===== src/rtl/drf_pkg.sv =====
package drf_pkg;
    localparam logic [3:0] A_BASE_LO = 4'd0;
    localparam logic [3:0] A_BASE_HI = 4'd1;
    localparam logic [3:0] A_RSIZE   = 4'd2;
    localparam logic [3:0] A_DESC    = 4'd3;
    localparam logic [3:0] A_CFG     = 4'd4;
    localparam logic [3:0] A_PREP    = 4'd5;
    localparam logic [3:0] A_PROC    = 4'd6;
    localparam logic [3:0] A_STAT    = 4'd7;
    localparam logic [3:0] A_PTHR    = 4'd8;

    localparam int RST_BIT = 31;

    typedef enum logic [1:0] {
        ST_IDLE = 2'd0,
        ST_REQ  = 2'd1,
        ST_ADV  = 2'd2
    } fetch_state_t;
endpackage


===== src/rtl/drf_regs.sv =====
module drf_regs
    import drf_pkg::*;
#(
    parameter int CNT_W = 16
) (
    input  logic             clk,
    input  logic             rst_n,
    input  logic             wr,
    input  logic [3:0]       addr,
    input  logic [31:0]      wdata,
    output logic [31:0]      rdata,
    input  logic             consumed,
    input  logic             sub_vld,
    input  logic [CNT_W-1:0] sub_len,
    input  logic             irq_flag,
    output logic [63:0]      base,
    output logic [CNT_W-1:0] ring_size,
    output logic [31:0]      cfg_word,
    output logic [CNT_W-1:0] pending,
    output logic [CNT_W-1:0] proc_cnt,
    output logic [CNT_W-1:0] proc_thr,
    output logic             clr_ptr,
    output logic             st_w1c
);
    logic [15:0]      dsize_q;
    logic [CNT_W-1:0] stride_q;
    logic             tok_q;
    logic [CNT_W-1:0] pend_add, pend_n;
    logic [CNT_W-1:0] proc_sub, proc_add, proc_n;
    logic             prep_wr, proc_wr, proc_clr;

    assign prep_wr  = wr && (addr == A_PREP);
    assign proc_wr  = wr && (addr == A_PROC);
    assign clr_ptr  = prep_wr && wdata[RST_BIT];
    assign proc_clr = proc_wr && wdata[RST_BIT];
    assign st_w1c   = wr && (addr == A_STAT) && wdata[0];

    always_comb begin
        pend_add = (prep_wr && !wdata[RST_BIT]) ? wdata[CNT_W-1:0] : '0;
        if (clr_ptr)
            pend_n = '0;
        else
            pend_n = pending + pend_add - (sub_vld ? sub_len : '0);
        proc_sub = (proc_wr && !wdata[RST_BIT]) ? wdata[CNT_W-1:0] : '0;
        proc_add = consumed ? stride_q : '0;
        if (proc_clr)
            proc_n = '0;
        else
            proc_n = proc_cnt + proc_add - proc_sub;
    end

    always_ff @(posedge clk or negedge rst_n) begin
        if (!rst_n) begin
            base      <= '0;
            ring_size <= '0;
            cfg_word  <= '0;
            dsize_q   <= '0;
            stride_q  <= '0;
            tok_q     <= 1'b0;
            proc_thr  <= '0;
            pending   <= '0;
            proc_cnt  <= '0;
        end else begin
            pending  <= pend_n;
            proc_cnt <= proc_n;
            if (wr) begin
                unique case (addr)
                    A_BASE_LO: base[31:0]  <= wdata;
                    A_BASE_HI: base[63:32] <= wdata;
                    A_RSIZE:   ring_size   <= wdata[CNT_W-1:0];
                    A_DESC: begin
                        dsize_q  <= wdata[15:0];
                        stride_q <= CNT_W'(wdata[29:16]);
                        tok_q    <= wdata[30];
                    end
                    A_CFG:     cfg_word    <= wdata;
                    A_PTHR:    proc_thr    <= wdata[CNT_W-1:0];
                    default: ;
                endcase
            end
        end
    end

    always_comb begin
        unique case (addr)
            A_BASE_LO: rdata = base[31:0];
            A_BASE_HI: rdata = base[63:32];
            A_RSIZE:   rdata = 32'(ring_size);
            A_DESC:    rdata = {1'b0, tok_q, stride_q[13:0], dsize_q};
            A_CFG:     rdata = cfg_word;
            A_PREP:    rdata = 32'(pending);
            A_PROC:    rdata = 32'(proc_cnt);
            A_STAT:    rdata = {31'd0, irq_flag};
            A_PTHR:    rdata = 32'(proc_thr);
            default:   rdata = '0;
        endcase
    end
endmodule


===== src/rtl/drf_fetch_fsm.sv =====
module drf_fetch_fsm
    import drf_pkg::*;
#(
    parameter int FIFO_WORDS = 64,
    parameter int CNT_W      = 16,
    parameter int LVL_W      = 7
) (
    input  logic             clk,
    input  logic             rst_n,
    input  logic             clr,
    input  logic [63:0]      base,
    input  logic [CNT_W-1:0] ring_size,
    input  logic [CNT_W-1:0] fsize,
    input  logic [CNT_W-1:0] fthr,
    input  logic [CNT_W-1:0] pending,
    input  logic [LVL_W-1:0] fifo_level,
    input  logic             rd_gnt,
    output logic             rd_req,
    output logic [63:0]      rd_addr,
    output logic [CNT_W-1:0] rd_len,
    output logic             sub_vld,
    output logic [CNT_W-1:0] sub_len,
    output logic [CNT_W-1:0] ptr,
    output logic             in_adv
);
    fetch_state_t state_q, state_n;
    logic [CNT_W-1:0] free_w, room_w, len_a, len_c;
    logic [CNT_W:0]   ptr_sum;
    logic             launch;

    always_comb begin
        free_w  = CNT_W'(FIFO_WORDS) - CNT_W'(fifo_level);
        room_w  = ring_size - ptr;
        len_a   = (fsize < pending) ? fsize : pending;
        len_c   = (len_a < room_w) ? len_a : room_w;
        launch  = (fsize != '0) && (pending != '0) && (ring_size != '0)
                  && (ptr < ring_size) && (free_w >= fthr);
        ptr_sum = {1'b0, ptr} + {1'b0, rd_len};
    end

    always_comb begin
        state_n = state_q;
        unique case (state_q)
            ST_IDLE: if (launch) state_n = ST_REQ;
            ST_REQ:  if (rd_gnt) state_n = ST_ADV;
            ST_ADV:  state_n = ST_IDLE;
            default: state_n = ST_IDLE;
        endcase
        if (clr) state_n = ST_IDLE;
    end

    always_ff @(posedge clk or negedge rst_n) begin
        if (!rst_n) state_q <= ST_IDLE;
        else        state_q <= state_n;
    end

    always_ff @(posedge clk or negedge rst_n) begin
        if (!rst_n) begin
            ptr     <= '0;
            rd_len  <= '0;
            rd_addr <= '0;
        end else if (clr) begin
            ptr <= '0;
        end else begin
            if (state_q == ST_IDLE && launch) begin
                rd_len  <= len_c;
                rd_addr <= base + {{(62-CNT_W){1'b0}}, ptr, 2'b00};
            end
            if (state_q == ST_ADV) begin
                if (ptr_sum >= {1'b0, ring_size}) ptr <= '0;
                else                              ptr <= ptr_sum[CNT_W-1:0];
            end
        end
    end

    always_comb begin
        rd_req  = (state_q == ST_REQ);
        in_adv  = (state_q == ST_ADV);
        sub_vld = in_adv;
        sub_len = rd_len;
    end
endmodule


===== src/rtl/drf_irq.sv =====
module drf_irq #(
    parameter int CNT_W = 16
) (
    input  logic             clk,
    input  logic             rst_n,
    input  logic [CNT_W-1:0] proc_cnt,
    input  logic [CNT_W-1:0] proc_thr,
    input  logic             st_w1c,
    output logic             irq
);
    always_ff @(posedge clk or negedge rst_n) begin
        if (!rst_n)                  irq <= 1'b0;
        else if (proc_cnt > proc_thr) irq <= 1'b1;
        else if (st_w1c)             irq <= 1'b0;
    end
endmodule


===== src/rtl/drf_ring_fetch.sv =====
module drf_ring_fetch #(
    parameter int FIFO_WORDS = 64,
    parameter int CNT_W      = 16,
    parameter int LVL_W      = $clog2(FIFO_WORDS + 1)
) (
    input  logic             clk,
    input  logic             rst_n,
    input  logic             reg_wr,
    input  logic [3:0]       reg_addr,
    input  logic [31:0]      reg_wdata,
    output logic [31:0]      reg_rdata,
    input  logic [LVL_W-1:0] fifo_level,
    input  logic             desc_consumed,
    output logic             rd_req,
    input  logic             rd_gnt,
    output logic [63:0]      rd_addr,
    output logic [CNT_W-1:0] rd_len,
    output logic             irq
);
    logic [63:0]      base;
    logic [CNT_W-1:0] ring_size, pending, proc_cnt, proc_thr, sub_len, ptr;
    logic [31:0]      cfg_word;
    logic             clr_ptr, st_w1c, sub_vld, in_adv;

    drf_regs #(.CNT_W(CNT_W)) u_regs (
        .clk(clk), .rst_n(rst_n), .wr(reg_wr), .addr(reg_addr),
        .wdata(reg_wdata), .rdata(reg_rdata), .consumed(desc_consumed),
        .sub_vld(sub_vld), .sub_len(sub_len), .irq_flag(irq),
        .base(base), .ring_size(ring_size), .cfg_word(cfg_word),
        .pending(pending), .proc_cnt(proc_cnt), .proc_thr(proc_thr),
        .clr_ptr(clr_ptr), .st_w1c(st_w1c)
    );

    drf_fetch_fsm #(.FIFO_WORDS(FIFO_WORDS), .CNT_W(CNT_W), .LVL_W(LVL_W)) u_fsm (
        .clk(clk), .rst_n(rst_n), .clr(clr_ptr), .base(base),
        .ring_size(ring_size), .fsize(cfg_word[CNT_W-1:0]),
        .fthr(cfg_word[16 +: CNT_W]), .pending(pending),
        .fifo_level(fifo_level), .rd_gnt(rd_gnt), .rd_req(rd_req),
        .rd_addr(rd_addr), .rd_len(rd_len), .sub_vld(sub_vld),
        .sub_len(sub_len), .ptr(ptr), .in_adv(in_adv)
    );

    drf_irq #(.CNT_W(CNT_W)) u_irq (
        .clk(clk), .rst_n(rst_n), .proc_cnt(proc_cnt), .proc_thr(proc_thr),
        .st_w1c(st_w1c), .irq(irq)
    );
endmodule


===== config.mk =====
export PLATFORM = sky130hd
export DESIGN_NAME = drf_ring_fetch
export DESIGN_NICKNAME = d
export VERILOG_FILES = /design/src/rtl/drf_pkg.sv /design/src/rtl/drf_regs.sv /design/src/rtl/drf_fetch_fsm.sv /design/src/rtl/drf_irq.sv /design/src/rtl/drf_ring_fetch.sv
export SDC_FILE = /design/constraint.sdc
export NUM_CORES = 1
export LEC_CHECK = 0
export BUFFER_PORTS_ARGS = -buffer_cell sky130_fd_sc_hd__buf_2
export CAP_MARGIN = 30
export CORE_MARGIN = 2
export CORE_UTILIZATION = 60
export CTS_CLUSTER_DIAMETER = 60
export DETAILED_ROUTE_END_ITERATION = 8
export HOLD_SLACK_MARGIN = 0.03
export PLACE_DENSITY_LB_ADDON = 0.05
export SLEW_MARGIN = 20
export SYNTH_ARGS = -nofsm -noshare
export SYNTH_HDL_FRONTEND = slang
export SYNTH_SLANG_ARGS = --single-unit

===== constraint.sdc =====
create_clock -name clk -period 12.1 [get_ports clk]
set_input_delay 2.42 -clock clk [delete_from_list [all_inputs] [get_ports clk]]
set_output_delay 2.42 -clock clk [all_outputs]
set_load 0.01 [all_outputs]

==> impl.org <==
** Worst hold path
- The worst hold path was traced through 2 stages.
- Startpoint of the most critical hold path :: u_fsm.rd_addr[8]
- Worst Hold Endpoint :: u_fsm.rd_addr[8]
- The min-delay analysis places its worst path in the category reg -> reg.

** Timing
- For the pin with the worst max-slew slack, the measured transition is ~1100 ps.
- The tightest hold path in the finished design has a slack of between 400 and 500 ps.
- Final-report hold violation count :: 0
- Part of the cycle the worst path needs :: 0.585
- FMAX :: 141 MHz
- Slew margin rel. :: 0.275
- Worst-case clock skew :: between 10 and 15 ps
- Max-slew violation count :: 0
- Setup repair after global routing missed its margin :: false
- Final-report setup violation count :: 0
- The smallest clock period supported by the final layout is computed as 7070 ps.
- Setup Total Neg Slack :: 0 ps

** Synthesis
- In this run, distinct cell masters in the synthesized netlist total 72.
- After synthesis, the share of cell area in mux cells is 0.102.
- Synth Area in Simple Gates :: 0.155
- Main combinational cell family by area after synthesis :: simple AND/OR/NAND/NOR gates
- Number of enable-type register cells in the synthesized netlist :: 0
- Synthesis produced a netlist whose cell count is around 2100.
- Share of flip-flops with an asynchronous set or reset after synthesis :: 1.00
- Parity-gate share of the synthesized area counting xor and xnor cells :: 0.0453
- Synthesized netlist net count :: ~2300
- The cell area that synthesis handed to floorplanning was slightly below 0.02 mm^2.
- Number of warnings reported in the yosys synthesis log :: 0
- Synthesis inferred 290 register bits.
- Compound-cell area share of the yosys netlist :: 0.142
- Each instance of the synthesized netlist takes up on average approximately 9.6 um^2.
- Of the total synthesized cell area, the portion taken by full adders, half adders and majority gates is 0.134.
- For this run, the leading register cell type out of synthesis is dfrtp_1.
- Sequential share of the synthesized area :: 0.368

** Detailed routing
- In this run, the number of DRC markers left after iteration 0 of detailed routing was about 1500.
- Wirelength per Cell :: 22.8 um
- In the routed design, unresolved DRC markers number 0.
- After detailed routing, the number of vias per cell comes to roughly 6.2.
- Post-route ant nets :: 0
- Via Count :: approximately 17000
- Total Wirelength :: 60800 um
- The pre-antenna-repair detailed-routing pass consisted of 6 iterations.

** Pwr
- Pwr dens :: around 270 mW/mm^2
- Summed over all cells, the static leakage comes to ~11 nW.
- Worst vdd rail ir drop :: 280 uV

** Critical path
- In this run the worst path has a maximum fanout of 26.
- Among all stages on the critical path, the largest delay is contributed by and3b_1.
- Cell mode on critical path :: fa_1
- Together, buffers and inverters on the worst path number 2.
- The worst setup path is launched from an input port.
- For the worst setup path, the data required time is 12520 ps.
- The number of cells on the worst reg-to-reg path is 18.
- The largest single stage delay on the critical path is about 660 ps.
- Setup slack of the worst register-to-register path :: 6340 ps
- In this run the critical register-to-register path is captured at u_fsm.rd_len[1].
- Cell family contributing the most delay on the critical path :: compound AO/OA/AOI/OAI gates
- The critical path goes through buf_2 -> nand2b_4 -> nor3b_4 -> and3b_1 -> nand2_1 -> fa_1 -> inv_1 -> fa_1 -> a21oi_1 -> o21bai_1 -> a2111oi_0 -> o31ai_1 -> o41ai_1 -> o21ai_0 -> xnor2_1 -> nor2_1.
- Critical R2R Launch :: u_fsm.ptr[1]
- The worst setup path is captured at a flip-flop.
- Data on the critical path arrives at its endpoint at approximately 7500 ps.
- Category of the critical setup timing path :: in -> reg

** Final layout
- Share of post-route cells with drive strength above 1 :: 0.192
- From synthesis to final layout, the design area changed by 12.4%.
- Number of nets in the finished design :: approximately 2400
- Commonest cells after routing, fill and taps aside :: dfrtp_1 (290), nand2_1 (198), inv_1 (185)
- Most common cell after layout, fill and taps aside :: dfrtp_1

** Clock network
- Depth of the CTS H-tree :: 2
- TritonCTS clock tree :: built
- The clock passes through at most 3 buffers.
- Post-CTS Resized :: 0
- The tree is rooted in a clkbuf_16.
- After clock tree synthesis, the clock-pin slew on the worst setup and hold paths is around 60 ps.
- Number of clock buffers inserted by TritonCTS :: 37
- Post-CTS timing repair inserted 0 buffers for setup.
- Hold buffer count at CTS :: 0
- Insertion delay to the later sink of the worst-skew pair :: ~550 ps
- TritonCTS sink count :: 290

** GRT
- Met2 capacity usage during global routing :: 0.518
- Overall track demand over capacity in global routing :: 0.358
- Wire length of the first global-routing pass :: roughly 90000 um
- Routing usage on met3 :: 0.0783
- In the global route stage, met1 resource usage came out at 0.530.
- The via count of the first global-routing pass came to ~16000.
- Leftover overflow at the end of global routing :: 0
- The global routing stage identified its most utilized layer as met1.
- Entering global routing, the biggest net connects 170 pins.
- Initial antenna violation count :: 1

** Outcome
- The flow ran to the end, and the final reports show no timing, DRC or antenna violations.

** Placed design
- After legalization and detailed placement, the total HPWL measured ~46000 um.
- Final weighted congestion of routability-driven global placement :: approximately 0.98
- Number of buffers added on ports :: 161

** Floorplan
- The floorplan has 66 rows.
- In this run the count of I/O pins placed on the die edge is ~160.
- The die is roughly 190 um tall.
- Die footprint :: between 0.03 and 0.04 mm^2
- Overall die width :: 185 um
- For this configuration, the core starts out at a cell density of 0.608.
- Core region area :: 0.0325 mm^2

** Job
- The tool flagged a number of max-cap violations equal to 0.
==> worst max path at each step <==
stage | start | end | slack [ps] | depth (start not counted)
2_1_floorplan | reg_addr[3] | u_regs.pending[14] | 5610 | 18
3_3_place_gp | reg_addr[3] | u_regs.pending[14] | 4670 | 16
3_5_place_dp | reg_addr[3] | u_regs.pending[14] | 4600 | 16
4_1_cts | reg_addr[3] | u_regs.pending[14] | 5100 | 16
5_1_grt | reg_addr[3] | u_regs.pending[14] | 4500 | 16
6_report | reg_addr[3] | u_regs.pending[14] | 5030 | 16
==> synth_stat cells (10+ instances only) <==
| cell type | instances | area [um^2] |
|---|---|---|
| dfrtp_1 | 290 | 7260 |
| nand2_1 | 200 | 751 |
| inv_1 | 185 | 694 |
| ha_1 | 160 | 2000 |
| mux2_2 | 160 | 1800 |
| o21ai_0 | 102 | 510 |
| nor2_1 | 100 | 375 |
| a21oi_1 | 82 | 410 |
| xor2_1 | 59 | 517 |
| clkbuf_1 | 51 | 191 |
| nand3_1 | 47 | 235 |
| nand4_1 | 47 | 294 |
| nor3_1 | 46 | 230 |
| xnor2_1 | 43 | 377 |
| and2_1 | 42 | 263 |
| a222oi_1 | 32 | 320 |
| fa_1 | 32 | 641 |
| a21o_1 | 31 | 233 |
| and3_1 | 26 | 163 |
| nor2b_1 | 26 | 163 |
| nor4_1 | 20 | 125 |
| a22oi_1 | 19 | 143 |
| o21a_1 | 19 | 143 |
| mux2i_1 | 17 | 170 |
| a22o_1 | 16 | 140 |
| buf_2 | 15 | 75.1 |
| nand2b_1 | 15 | 93.8 |
| a221o_1 | 13 | 130 |
| buf_1 | 11 | 41.3 |
| a211oi_1 | 10 | 75.1 |
==> final cells by class <==
cell class	instances	area (um^2)
diodes	1	2.50
inverters	185	694
well taps	442	553
clock buffers	46	1000
flip-flops and latches	290	7260
fillers	2626	10300
repair buffers	178	983
clock inverters	22	253
multi-input cells	1499	11400
==> state kept, by name, summed over array words and instances (netlist names) <==
register and cells:
u_regs.base 64, u_regs.cfg_word 32, u_fsm.ptr 16, u_regs.ring_size 16, u_regs.proc_cnt 16, u_regs.tok_q 1
u_fsm.state_q 2, u_regs.pending 16, u_regs.dsize_q 16, u_regs.stride_q 14, u_regs.proc_thr 16, u_irq.irq 1
u_fsm.rd_len 16, u_fsm.rd_addr 64
==> worst reg2reg max path, delay by kind of cell, from the launching register on <==
| kind | cells | cell delay [ps] |
|---|---|---|
| buffers and inverters | 2 | 520 |
| DFF | 1 | 490 |
| adders and majority gates | 2 | 740 |
| and+or+nand+nor | 1 | 140 |
| AOI/OAI and AO/OA | 10 | 3010 |
| muxes | 3 | 740 |
==> kinds of logic (layout without fill, tap and decap cells) <==
group                      after synthesis  count (layout)
AOI/OAI and AO/OA                      411             411
xor gates and xnor gates               102             102
adders and majority gates              192             192
buffers and inverters                  269             431
DFF                                    290             290
muxes                                  180             180
other                                    0               1
and+or+nand+nor                        614             614
==> stage by stage <==
stage	total power [W]	setup WS [ps]	util	instance area, um^2	std cells
2_1_floorplan	0.00396	5610	-	19700	2058
3_3_place_gp	0.00479	4670	0.643	20900	2590
3_5_place_dp	0.00487	4600	0.643	20900	2592
4_1_cts	0.00603	5100	0.682	22100	2660
5_1_grt	0.00655	4500	0.683	22200	2663
6_report	0.00607	5030	0.683	22200	2663
==> layer usage <==
metal | share of wire | vias to the layer above
li1 | - | 7611
met1 | 0.45 | 8082
met2 | 0.43 | 745
met3 | 0.093 | 140
met4 | 0.032 | 0
met5 | 0 | -
==> report_power, final <==
part | switching, W | internal, W
combinational | 0.00178 | 0.00138
sequential | 0.000473 | 0.00131
clock | 0.000466 | 0.000664
(Power assumes the default switching activity.)
